### config.mk
export PLATFORM = sky130hd
export DESIGN_NAME = isr_level_tracker
export DESIGN_NICKNAME = d
export VERILOG_FILES = /design/src/rtl/isp_pkg.sv /design/src/rtl/isp_lowbit.sv /design/src/rtl/isp_insvc_reg.sv /design/src/rtl/isp_dis_flag.sv /design/src/rtl/isp_ack_gate.sv /design/src/rtl/isr_level_tracker.sv
export SDC_FILE = /design/constraint.sdc
export NUM_CORES = 1
export LEC_CHECK = 0
export BUFFER_PORTS_ARGS = -buffer_cell sky130_fd_sc_hd__buf_2
export CAP_MARGIN = 5
export CORE_MARGIN = 8
export CORE_UTILIZATION = 22
export DETAILED_ROUTE_END_ITERATION = 12
export GPL_ROUTABILITY_DRIVEN = 1
export GPL_TIMING_DRIVEN = 0
export PLACE_DENSITY = 0.77
export SLEW_MARGIN = 20
export SYNTH_ARGS = -nofsm -noshare
export SYNTH_HDL_FRONTEND = slang
export SYNTH_SLANG_ARGS = --single-unit
### constraint.sdc
create_clock -name clk -period 1.39 [get_ports clk]
set_input_delay 0.0695 -clock clk [delete_from_list [all_inputs] [get_ports clk]]
set_output_delay 0.0695 -clock clk [all_outputs]
set_load 0.05 [all_outputs]
### src/rtl/isp_pkg.sv
package isp_pkg;
   parameter int unsigned ISP_LEVELS  = 8;
   parameter int unsigned ISP_SW_W    = 32;
   parameter int unsigned ISP_DIS_BIT = 5;

   typedef enum logic [2:0] {
      FL_HOLD,
      FL_SET,
      FL_CLR,
      FL_SWW,
      FL_RET
   } fl_src_e;
endpackage

### src/rtl/isp_lowbit.sv
module isp_lowbit #(
   parameter int unsigned N    = 8,
   parameter bit          TWOS = 1'b1
) (
   input  logic [N-1:0] vec,
   output logic [N-1:0] onehot
);
   generate
      if (TWOS) begin : g_twos
         assign onehot = vec & (~vec + N'(1));
      end else begin : g_scan
         always_comb begin
            logic found;
            found  = 1'b0;
            onehot = '0;
            for (int i = 0; i < int'(N); i++) begin
               if (vec[i] && !found) begin
                  onehot[i] = 1'b1;
                  found     = 1'b1;
               end
            end
         end
      end
   endgenerate
endmodule

### src/rtl/isp_insvc_reg.sv
module isp_insvc_reg #(
   parameter int unsigned N  = 8,
   parameter int unsigned LW = 3
) (
   input  logic          clk,
   input  logic          rst_n,
   input  logic          set_vld,
   input  logic [LW-1:0] set_lvl,
   input  logic          clr_vld,
   input  logic [N-1:0]  clr_mask,
   output logic [N-1:0]  q
);
   logic [N-1:0] after_clr;
   logic [N-1:0] set_mask;
   logic [N-1:0] nxt;

   always_comb begin
      after_clr = clr_vld ? (q & ~clr_mask) : q;
      set_mask  = set_vld ? (N'(1) << set_lvl) : '0;
      nxt       = after_clr | set_mask;
   end

   always_ff @(posedge clk or negedge rst_n) begin
      if (!rst_n) q <= '0;
      else        q <= nxt;
   end
endmodule

### src/rtl/isp_dis_flag.sv
module isp_dis_flag
   import isp_pkg::*;
(
   input  logic clk,
   input  logic rst_n,
   input  logic ack,
   input  logic di,
   input  logic ei,
   input  logic sw_wr,
   input  logic sw_bit,
   input  logic ret,
   input  logic ret_bit,
   output logic q
);
   fl_src_e src;

   always_comb begin
      if      (ack || di) src = FL_SET;
      else if (ei)        src = FL_CLR;
      else if (sw_wr)     src = FL_SWW;
      else if (ret)       src = FL_RET;
      else                src = FL_HOLD;
   end

   always_ff @(posedge clk or negedge rst_n) begin
      if (!rst_n) begin
         q <= 1'b1;
      end else begin
         case (src)
            FL_SET:  q <= 1'b1;
            FL_CLR:  q <= 1'b0;
            FL_SWW:  q <= sw_bit;
            FL_RET:  q <= ret_bit;
            default: q <= q;
         endcase
      end
   end
endmodule

### src/rtl/isp_ack_gate.sv
module isp_ack_gate #(
   parameter int unsigned N  = 8,
   parameter int unsigned LW = 3
) (
   input  logic [N-1:0]  insvc,
   input  logic          dis,
   input  logic [LW-1:0] req_lvl,
   output logic          ok
);
   logic [N-1:0] covered;

   always_comb begin
      for (int i = 0; i < int'(N); i++) begin
         covered[i] = (LW'(i) <= req_lvl);
      end
      ok = !dis && ((insvc & covered) == '0);
   end
endmodule

### src/rtl/isr_level_tracker.sv
module isr_level_tracker #(
   parameter int unsigned LEVELS    = isp_pkg::ISP_LEVELS,
   parameter int unsigned SW_W      = isp_pkg::ISP_SW_W,
   parameter int unsigned DIS_BIT   = isp_pkg::ISP_DIS_BIT,
   parameter bit          TWOS_SCAN = 1'b1,
   localparam int unsigned LVL_W    = $clog2(LEVELS)
) (
   input  logic             clk,
   input  logic             rst_n,
   input  logic             ack_vld,
   input  logic [LVL_W-1:0] ack_lvl,
   input  logic             ret_vld,
   input  logic             ret_nonmask,
   input  logic [SW_W-1:0]  ret_sw,
   input  logic             ei_stb,
   input  logic             di_stb,
   input  logic             sw_wr,
   input  logic [SW_W-1:0]  sw_wdata,
   input  logic [LVL_W-1:0] req_lvl,
   output logic [LEVELS-1:0] insvc,
   output logic             dis_flag,
   output logic             grant_ok
);
   generate
      if (LEVELS < 2 || LEVELS > 32) begin : g_bad_levels
         $error("LEVELS must lie in 2..32");
      end
      if ((1 << LVL_W) != LEVELS) begin : g_bad_pow2
         $error("LEVELS must be a power of two");
      end
      if (DIS_BIT >= SW_W) begin : g_bad_bit
         $error("DIS_BIT must index into the status word");
      end
   endgenerate

   logic [LEVELS-1:0] top_bit;
   logic              ret_clr;

   assign ret_clr = ret_vld && !ret_nonmask;

   isp_lowbit #(.N(LEVELS), .TWOS(TWOS_SCAN)) u_low (
      .vec    (insvc),
      .onehot (top_bit)
   );

   isp_insvc_reg #(.N(LEVELS), .LW(LVL_W)) u_reg (
      .clk      (clk),
      .rst_n    (rst_n),
      .set_vld  (ack_vld),
      .set_lvl  (ack_lvl),
      .clr_vld  (ret_clr),
      .clr_mask (top_bit),
      .q        (insvc)
   );

   isp_dis_flag u_flag (
      .clk     (clk),
      .rst_n   (rst_n),
      .ack     (ack_vld),
      .di      (di_stb),
      .ei      (ei_stb),
      .sw_wr   (sw_wr),
      .sw_bit  (sw_wdata[DIS_BIT]),
      .ret     (ret_vld),
      .ret_bit (ret_sw[DIS_BIT]),
      .q       (dis_flag)
   );

   isp_ack_gate #(.N(LEVELS), .LW(LVL_W)) u_gate (
      .insvc   (insvc),
      .dis     (dis_flag),
      .req_lvl (req_lvl),
      .ok      (grant_ok)
   );
endmodule

==> impl_metrics.py, run 1 <==
metrics = {
    "synth": {
        "synth_edf_count": 0,
        "synth_seq_cells": 9,
        "synth_largest_area_cell": "dfrtp_1",
        "synthesis.area_sq_um": 465,
        "yosys_warnings": 0,
        "syn_nets": 123,
        "async_reset_ff_frac": 1.00,
        "synth_cell_types": 20,
        "syn_area_per_cell_sq_um": 10.3,
        "yosys-top-cells-area": "dfrtp_1 43%, o21ai_0 9.7%, dfstp_2 5.6%",
        "ys_dominant_reg_cell": "dfrtp_1",
        "syn_inst": 45,
        "yosysSeqAreaShare": 0.487,
        "synth_top_cell_area_share": 0.430,
    },
    "power_and_ir_drop": {
        "clkPwrFrac": 0.153,
        "pwr-share-comb": 0.494,
        "power_switching_w": 0.000604,
        "swShare": 0.474,
        "peakVddDrop_uv": 538,
        "p_per_area_nw_per_um2": 1630,
        "p_int_w": 0.000672,
        "power.leakage_nw": 0.332,
        "power_frac_seq": 0.353,
    },
    "setup_path": {
        "critPathLaunchType": "flip-flop",
        "reg2reg_slack_ns": -0.28,
        "worst-setup-path-type": "flip-flop to primary output",
        "r2r_end": "u_reg.q[7]",
        "r2r-start": "u_reg.q[3]",
        "slowest_stage": "dfrtp_2",
        "crit_path_end_kind": "primary output",
        "slowest_delay_ns": 0.45,
        "path_cells": "o41ai_2 -> o21ai_1 -> a2111oi_4 -> buf_6",
        "worstRegToRegCells": 5,
        "arrival_ns": 1.70,
        "critPathRequiredTime_ns": 1.32,
        "cp_max_fo": 5,
    },
    "sta": {
        "rsz0062_at_grt": "yes",
        "fin_ws_ns": -0.376,
        "post-route-min-period_ns": 1.77,
        "skew_ns": 0.00527,
        "relSlewSlack": 0.820,
        "fmax_mhz": 566,
        "slew_viol_final": 0,
        "setup_tns_ns": -1.25,
        "period_share": 1.27,
        "hold_slack_ns": 0.0315,
        "hold_viol": 0,
        "worst_pin_slew_ns": 0.270,
        "finalSetupViolations": 7,
    },
    "drt": {
        "drt_first_pass_iters": 4,
        "drt_wl_total_um": 1520,
        "antenna_left": 0,
        "vias": 519,
        "drc": 0,
        "wl_per_cell_um": 14.2,
        "drt_first_iter_violations": 15,
        "viasPerCell": 4.85,
    },
    "hold_path": {
        "hp-class": "primary input to flip-flop",
        "whs_endpoint": "u_flag.q",
        "hold_depth": 3,
        "hold_start": "di_stb",
    },
    "placement": {
        "portBuffers": 25,
        "dpl_cell_area_sq_um": 656,
        "place_congestion": 0.689,
    },
    "layout": {
        "regArea_sq_um": 234,
        "drive_gt1_frac": 0.638,
        "fill_cells": 196,
        "antennaDiodeCount": 0,
        "post-route-util": 0.394,
        "syn_to_final_growth_pct": 67.7,
        "nets": 159,
        "multi_input_area_sq_um": 290,
        "final_area_sq_um": 781,
    },
    "cts": {
        "htree_levels": 1,
        "clk_pin_slew_ns": 0.06,
        "cts_tree": "yes",
        "clock-root-buffer": "clkbuf_4",
        "clockBufferDepth": 2,
        "cts_buffers": 3,
        "clock-sinks": 9,
        "clk_latency_ns": 0.25,
    },
    "floorplan": {
        "core_area_sq_um": 1980,
        "io_pins": 88,
        "initial_core_util": 0.235,
        "die_height_um": 62.0,
        "die_area_sq_um": 3840,
        "chipWidth_um": 62.0,
        "placementRows": 16,
    },
    "outcome": {
        "status": "finished, violations left",
        "violations": "setup timing",
    },
    "global_route": {
        "grt_pass1_wl_um": 2210,
        "grt.total_usage": 0.0823,
        "grt_pass1_vias": 518,
        "grt_max_degree": 10,
        "grt.overflow.total": 0,
        "antenna_found_initial": 0,
    },
    "run": {
        "cap_violations": 0,
    },
}
[cells in the final DEF, fill, tap and decap left out, drive strengths merged, types with 2 or more instances in the layout]
cell / count
o21ai: 11
nand2: 4
dfrtp: 8
o41ai: 2
clkbuf: 4
dlygate4sd3: 2
nor2: 2
o31ai: 4
nand2b: 4
buf: 30
[power by group through the flow]
| stage | Combinational (W) | Sequential, W | Clock, W |
|---|---|---|---|
| final | 0.000631 | 0.000450 | 0.000195 |
| after CTS | 0.000570 | 0.000451 | 0.000202 |
| after global placement | 0.000509 | 0.000433 | 0 |
| after detailed placement | 0.000514 | 0.000444 | 0 |
| after floorplan | 0.000140 | 0.000662 | 0 |
| after global routing | 0.000656 | 0.000462 | 0.000227 |
[registers in the layout, indices dropped and copies added (netlist names)]
signal and cells:
u_reg.q 8, u_flag.q 1
[cell usage after synthesis, types with 2 or more instances]
library cell and n:
o31ai_1 3, o21ai_1 2, dfrtp_1 8, o21ai_0 9
nand2_1 4, nand2b_1 4, nor2_1 2
[what timing repair did]
item                                   in CTS  in global routing
pin swaps                                   3                  4
hold buffers                                2                  0
resized for setup                           9                  5
endpoints found under the hold margin      10                  0
setup endpoints to repair                   6                  7
gates cloned                                0                  0
setup buffers                               1                  4
[layout make-up]
cell class,instances,share of cell area
multi-input combinational,35,0.372
sequential,9,0.300
timing repair buffer,32,0.252
tap,27,0.0433
clock buffer,4,0.0337
[cell families after synthesis]
logic type | Yosys count | synth area share
AO/OA/AOI/OAI | 21 | 0.317
AND/OR/NAND/NOR | 12 | 0.140
flip-flops | 9 | 0.487
multiplexers | 2 | 0.0457
buffers and inverters | 1 | 0.0107
[critical path, delay by kind of cell (launching register included)]
kind                   cells  cell delay, ns
AOI/OAI and AO/OA          3            0.79
buffers and inverters      1            0.21
DFF                        1            0.45
[metrics by stage]
| step | power, W | cells | setup slack (ns) |
|---|---|---|---|
| 5_1_grt | 0.00134 | 107 | -0.448 |
| 3_5_place_dp | 0.000958 | 97 | -0.275 |
| 3_3_place_gp | 0.000942 | 97 | -0.245 |
| 2_1_floorplan | 0.000801 | 45 | -0.474 |
| 4_1_cts | 0.00122 | 104 | -0.374 |
| 6_report | 0.00128 | 107 | -0.376 |
[worst max-delay path by stage]
stage	start	to	slack, ns	depth (start not counted)
detailed placement	u_reg.q[3]	grant_ok	-0.27	4
floorplan	u_reg.q[3]	grant_ok	-0.47	3
global placement	u_reg.q[3]	grant_ok	-0.24	4
finish	u_reg.q[4]	grant_ok	-0.38	4
CTS	u_reg.q[3]	grant_ok	-0.37	4
global route	u_reg.q[4]	grant_ok	-0.45	4
[routing by layer]
metal / vias up / global-route usage / wire length, um
met3: 2 / 0.0329 / 137
li1: 244 / - / -
met5: - / 0 / 0
met4: 0 / 0.0487 / 8
met2: 24 / 0.131 / 689
met1: 249 / 0.0898 / 680
No activity file was read; power rests on OpenSTA's default activity.
==> inputs of run 2 (changes only) <==
CORE_UTILIZATION = 27   (was 22)
PLACE_DENSITY = 0.88   (was 0.77)
clock period = 2.1 ns   (was 1.39 ns; I/O delays follow)
==> impl_metrics.py, run 2 (same netlist as run 1, synthesis figures left out) <==
metrics = {
    "layout": {
        "layout_common_cells": "25 x buf_2, 9 x o21ai_0, 8 x dfrtp_1",
        "top_regs": "u_reg.q: 8 flops, u_flag.q: 1 flops",
        "multi_input_area_sq_um": 251,
        "final_common_cell": "buf_2",
        "regArea_sq_um": 226,
        "fill_cells": 165,
        "final_area_sq_um": 668,
        "post-route-util": 0.400,
        "syn_to_final_growth_pct": 43.5,
        "drive_gt1_frac": 0.453,
        "antennaDiodeCount": 0,
        "largest_register_ffs": 8,
        "nets": 154,
        "top_register": "u_reg.q",
    },
    "setup_path": {
        "worst-setup-path-type": "flip-flop to primary output",
        "cp_max_fo": 7,
        "arrival_ns": 1.83,
        "r2r-start": "u_reg.q[0]",
        "critPathRequiredTime_ns": 2.00,
        "critPathLaunchType": "flip-flop",
        "setup.worst_path.start": "u_reg.q[3]",
        "crit_path_end_kind": "primary output",
    },
    "global_route": {
        "grt_busiest_layer": "met2",
        "grt.total_usage": 0.0778,
        "use_met2": 0.101,
        "use_met3": 0.0381,
        "antenna_found_initial": 0,
        "grt_max_degree": 10,
        "grt_pass1_vias": 471,
        "grt.overflow.total": 0,
        "grt_use_met1": 0.0962,
        "grt_pass1_wl_um": 1990,
    },
    "floorplan": {
        "io_pins": 88,
        "core_area_sq_um": 1670,
        "placementRows": 15,
        "die_area_sq_um": 3310,
        "die_height_um": 57.5,
        "initial_core_util": 0.279,
        "chipWidth_um": 57.5,
    },
    "hold_path": {
        "hp-class": "primary input to flip-flop",
        "hold_start": "ei_stb",
    },
    "drt": {
        "vias": 458,
        "viasPerCell": 4.98,
        "drt_first_iter_violations": 12,
        "wl_per_cell_um": 12.8,
        "drt_first_pass_iters": 4,
        "drc": 0,
        "antenna_left": 0,
        "drt_wl_total_um": 1180,
    },
    "power_and_ir_drop": {
        "total_power_w": 0.000743,
        "peakVddDrop_uv": 356,
        "p_per_area_nw_per_um2": 1110,
        "power.leakage_nw": 0.298,
    },
    "cts": {
        "clk_latency_ns": 0.25,
        "clock-sinks": 9,
        "cts_buffers": 3,
        "htree_levels": 1,
        "clk_pin_slew_ns": 0.05,
        "clock-root-buffer": "clkbuf_4",
        "cts_tree": "yes",
        "cts_setup_buffers": 0,
        "clockBufferDepth": 2,
    },
    "sta": {
        "setup_tns_ns": 0,
        "relSlewSlack": 0.788,
        "fmax_mhz": 516,
        "rsz0062_at_grt": "no",
        "post-route-min-period_ns": 1.94,
        "worst_pin_slew_ns": 0.315,
        "skew_ns": 0.000467,
        "period_share": 0.923,
        "finalSetupViolations": 0,
        "slew_viol_final": 0,
        "hold_viol": 0,
    },
    "outcome": {
        "status": "completed",
    },
    "placement": {
        "place_congestion": 0.745,
        "portBuffers": 25,
        "place_hpwl_um": 1010,
        "dpl_cell_area_sq_um": 629,
    },
    "run": {
        "cap_violations": 0,
    },
}
[run 2: cell count changes in the layout (fill, tap and decap cells not counted), sizes merged]
cell,previous run,this run
buf,30,26
dlygate4sd3,2,1
[run 2: worst paths after layout]
path / endpoint / cells after the start / slack [ns]
max: grant_ok / 4 / 0.16
min: u_flag.q / 2 / 0.003
max reg2reg: u_reg.q[4] / 4 / 0.48
min reg2reg: u_reg.q[7] / 2 / 0.54
max in group asynchronous: u_flag.q / 2 / 1.65
min in group asynchronous: u_reg.q[0] / 2 / 0.22
[run 2: routing by layer]
| layer | wire [um] | part of all wire | vias up |
|---|---|---|---|
| met4 | 27 | 0.023 | 0 |
| li1 | - | - | 236 |
| met5 | 0 | 0 | - |
| met1 | 560 | 0.48 | 197 |
| met3 | 118 | 0.10 | 3 |
| met2 | 469 | 0.40 | 22 |
[run 2: repair_timing]
action,CTS,global route
endpoints found under the setup margin,0,1
gates resized for setup,0,2
hold buffers,1,0
endpoints found under the hold margin,9,0
[run 2: worst max-delay path: stages (launching register included)]
cell	delay, ns
dfrtp_1	0.44
o41ai_1	0.35
o21ai_0	0.19
a2111oi_4	0.34
buf_4	0.25
[run 2: power breakdown]
| group | switching [W] | total [W] | internal (W) |
|---|---|---|---|
| clock network | 0.0000549 | 0.000128 | 0.0000729 |
| logic | 0.000243 | 0.000338 | 0.0000951 |
| registers | 0.0000580 | 0.000277 | 0.000219 |
[run 2: final cells by class]
class	instances	share of cell area
multi-input combinational	35	0.376
timing repair buffer	26	0.206
clock buffer	4	0.0393
buffer	1	0.00749
sequential	9	0.339
tap	17	0.0318
[run 2: stage by stage]
stage	instances	hold slack [ns]	setup WS [ns]
floorplan	45	-0.191	0.0839
global placement	87	-0.0461	0.404
detailed placement	87	-0.0437	0.374
CTS	92	0.000462	0.0870
global route	92	0.00580	0.000164
finish	92	0.00310	0.161
==> inputs of run 3 (changes only) <==
CORE_UTILIZATION = 25   (was 27)
PLACE_DENSITY = 0.83   (was 0.88)
SLEW_MARGIN = 10   (was 20)
clock period = 2.2 ns   (was 2.1 ns; I/O delays follow)
==> impl_metrics.py, run 3 (same netlist as run 1, synthesis figures left out) <==
metrics = {
    "outcome": {
        "status": "completed",
    },
    "layout": {
        "top_register": "u_reg.q",
        "largest_register_ffs": 8,
        "antennaDiodeCount": 0,
        "syn_to_final_growth_pct": 45.2,
        "layout_common_cells": "26 x buf_2, 9 x o21ai_0, 8 x dfrtp_1",
        "final_common_cell": "buf_2",
        "final_area_sq_um": 676,
        "drive_gt1_frac": 0.453,
        "top_regs": "u_reg.q: 8 flops, u_flag.q: 1 flops",
        "nets": 154,
    },
    "setup_path": {
        "cp_max_fo": 7,
        "critPathLaunchType": "flip-flop",
        "worstRegToRegCells": 4,
        "r2r-start": "u_reg.q[0]",
        "critPathRequiredTime_ns": 2.09,
        "setup.worst_path.start": "u_reg.q[3]",
        "reg2reg_slack_ns": 0.62,
        "worst-setup-path-type": "flip-flop to primary output",
        "r2r_end": "u_reg.q[4]",
        "arrival_ns": 1.90,
        "crit_path_end_kind": "primary output",
    },
    "floorplan": {
        "initial_core_util": 0.267,
        "die_height_um": 59.2,
        "io_pins": 88,
        "die_area_sq_um": 3500,
        "placementRows": 15,
        "core_area_sq_um": 1750,
        "chipWidth_um": 59.2,
    },
    "drt": {
        "wl_per_cell_um": 13.6,
        "drt_first_pass_iters": 4,
        "drt_wl_total_um": 1360,
        "viasPerCell": 4.67,
        "vias": 467,
        "drc": 0,
        "antenna_left": 0,
        "drt_first_iter_violations": 8,
    },
    "sta": {
        "skew_ns": 0.000984,
        "finalSetupViolations": 0,
        "post-route-min-period_ns": 2.01,
        "period_share": 0.915,
        "setup_tns_ns": 0,
        "relSlewSlack": 0.787,
        "fmax_mhz": 497,
        "slew_viol_final": 0,
        "hold_viol": 0,
        "worst_pin_slew_ns": 0.316,
        "rsz0062_at_grt": "no",
    },
    "hold_path": {
        "whs_endpoint": "u_flag.q",
        "hold_depth": 2,
        "hold_start": "ei_stb",
        "hp-class": "primary input to flip-flop",
    },
    "power_and_ir_drop": {
        "p_per_area_nw_per_um2": 1060,
        "power.leakage_nw": 0.299,
        "peakVddDrop_uv": 387,
    },
    "cts": {
        "clock-sinks": 9,
        "cts_buffers": 3,
        "clock-root-buffer": "clkbuf_4",
        "clk_pin_slew_ns": 0.06,
        "htree_levels": 1,
        "clockBufferDepth": 2,
        "clk_latency_ns": 0.25,
        "cts_setup_buffers": 0,
        "cts_tree": "yes",
    },
    "global_route": {
        "grt_max_degree": 10,
        "grt.overflow.total": 0,
        "grt_pass1_wl_um": 2070,
        "grt.total_usage": 0.0810,
        "antenna_found_initial": 0,
        "grt_pass1_vias": 478,
    },
    "run": {
        "cap_violations": 0,
    },
    "placement": {
        "portBuffers": 25,
        "place_hpwl_um": 1130,
        "place_congestion": 0.758,
        "dpl_cell_area_sq_um": 639,
    },
}
[run 3: metrics by stage]
stage / hold WS (ns) / std cells / power, W / utilization / setup slack, ns
6_report: 0.0340 / 100 / 0.000715 / 0.387 / 0.188
5_1_grt: 0.0409 / 100 / 0.000759 / 0.387 / 0.0512
4_1_cts: 0.0454 / 100 / 0.000720 / 0.387 / 0.176
3_5_place_dp: -0.0334 / 95 / 0.000594 / 0.366 / 0.453
3_3_place_gp: -0.0377 / 95 / 0.000583 / 0.366 / 0.476
2_1_floorplan: -0.186 / 45 / 0.000496 / - / 0.179
[run 3: worst max path at each step]
stage | endpoint | cells after the start
finish | grant_ok | 4
global route | grant_ok | 4
CTS | grant_ok | 4
detailed placement | grant_ok | 4
global placement | grant_ok | 4
floorplan | grant_ok | 3
[run 3: metal layers]
metal	share of wire	wire length, um	vias to the layer above	track usage
met5	0	0	-	0
met4	0.018	25	0	0.0819
met3	0.088	120	2	0.0304
met2	0.45	606	25	0.125
met1	0.45	605	207	0.0805
li1	-	-	233	-
[run 3: final cells by class]
type,instances,area (sq um)
Fill cell,187,1070
Tap cell,25,31.3
Buffer,1,5.00
Clock buffer,4,26.3
Sequential cell,9,226
Multi-Input combinational cell,35,251
Timing Repair Buffer,26,135
[run 3: worst max-delay path: stages, from the launching register on]
cell and delay [ns]:
dfrtp_1 0.46, o41ai_1 0.36, o21ai_0 0.19, a2111oi_4 0.32
buf_2 0.31
[run 3: timing repair]
| item | 4_1_cts | 5_1_grt |
|---|---|---|
| hold endpoints to repair | 9 | 0 |
| hold buffers | 1 | 0 |
| endpoints found under the setup margin | 0 | 0 |
| resized for setup | 0 | 0 |
[run 3: power breakdown]
group          internal [W]  leakage, nW  switching [W]
Clock             0.0000696       0.0150      0.0000537
Sequential         0.000209        0.105      0.0000608
Combinational     0.0000902        0.179       0.000231
Total              0.000369        0.299       0.000346
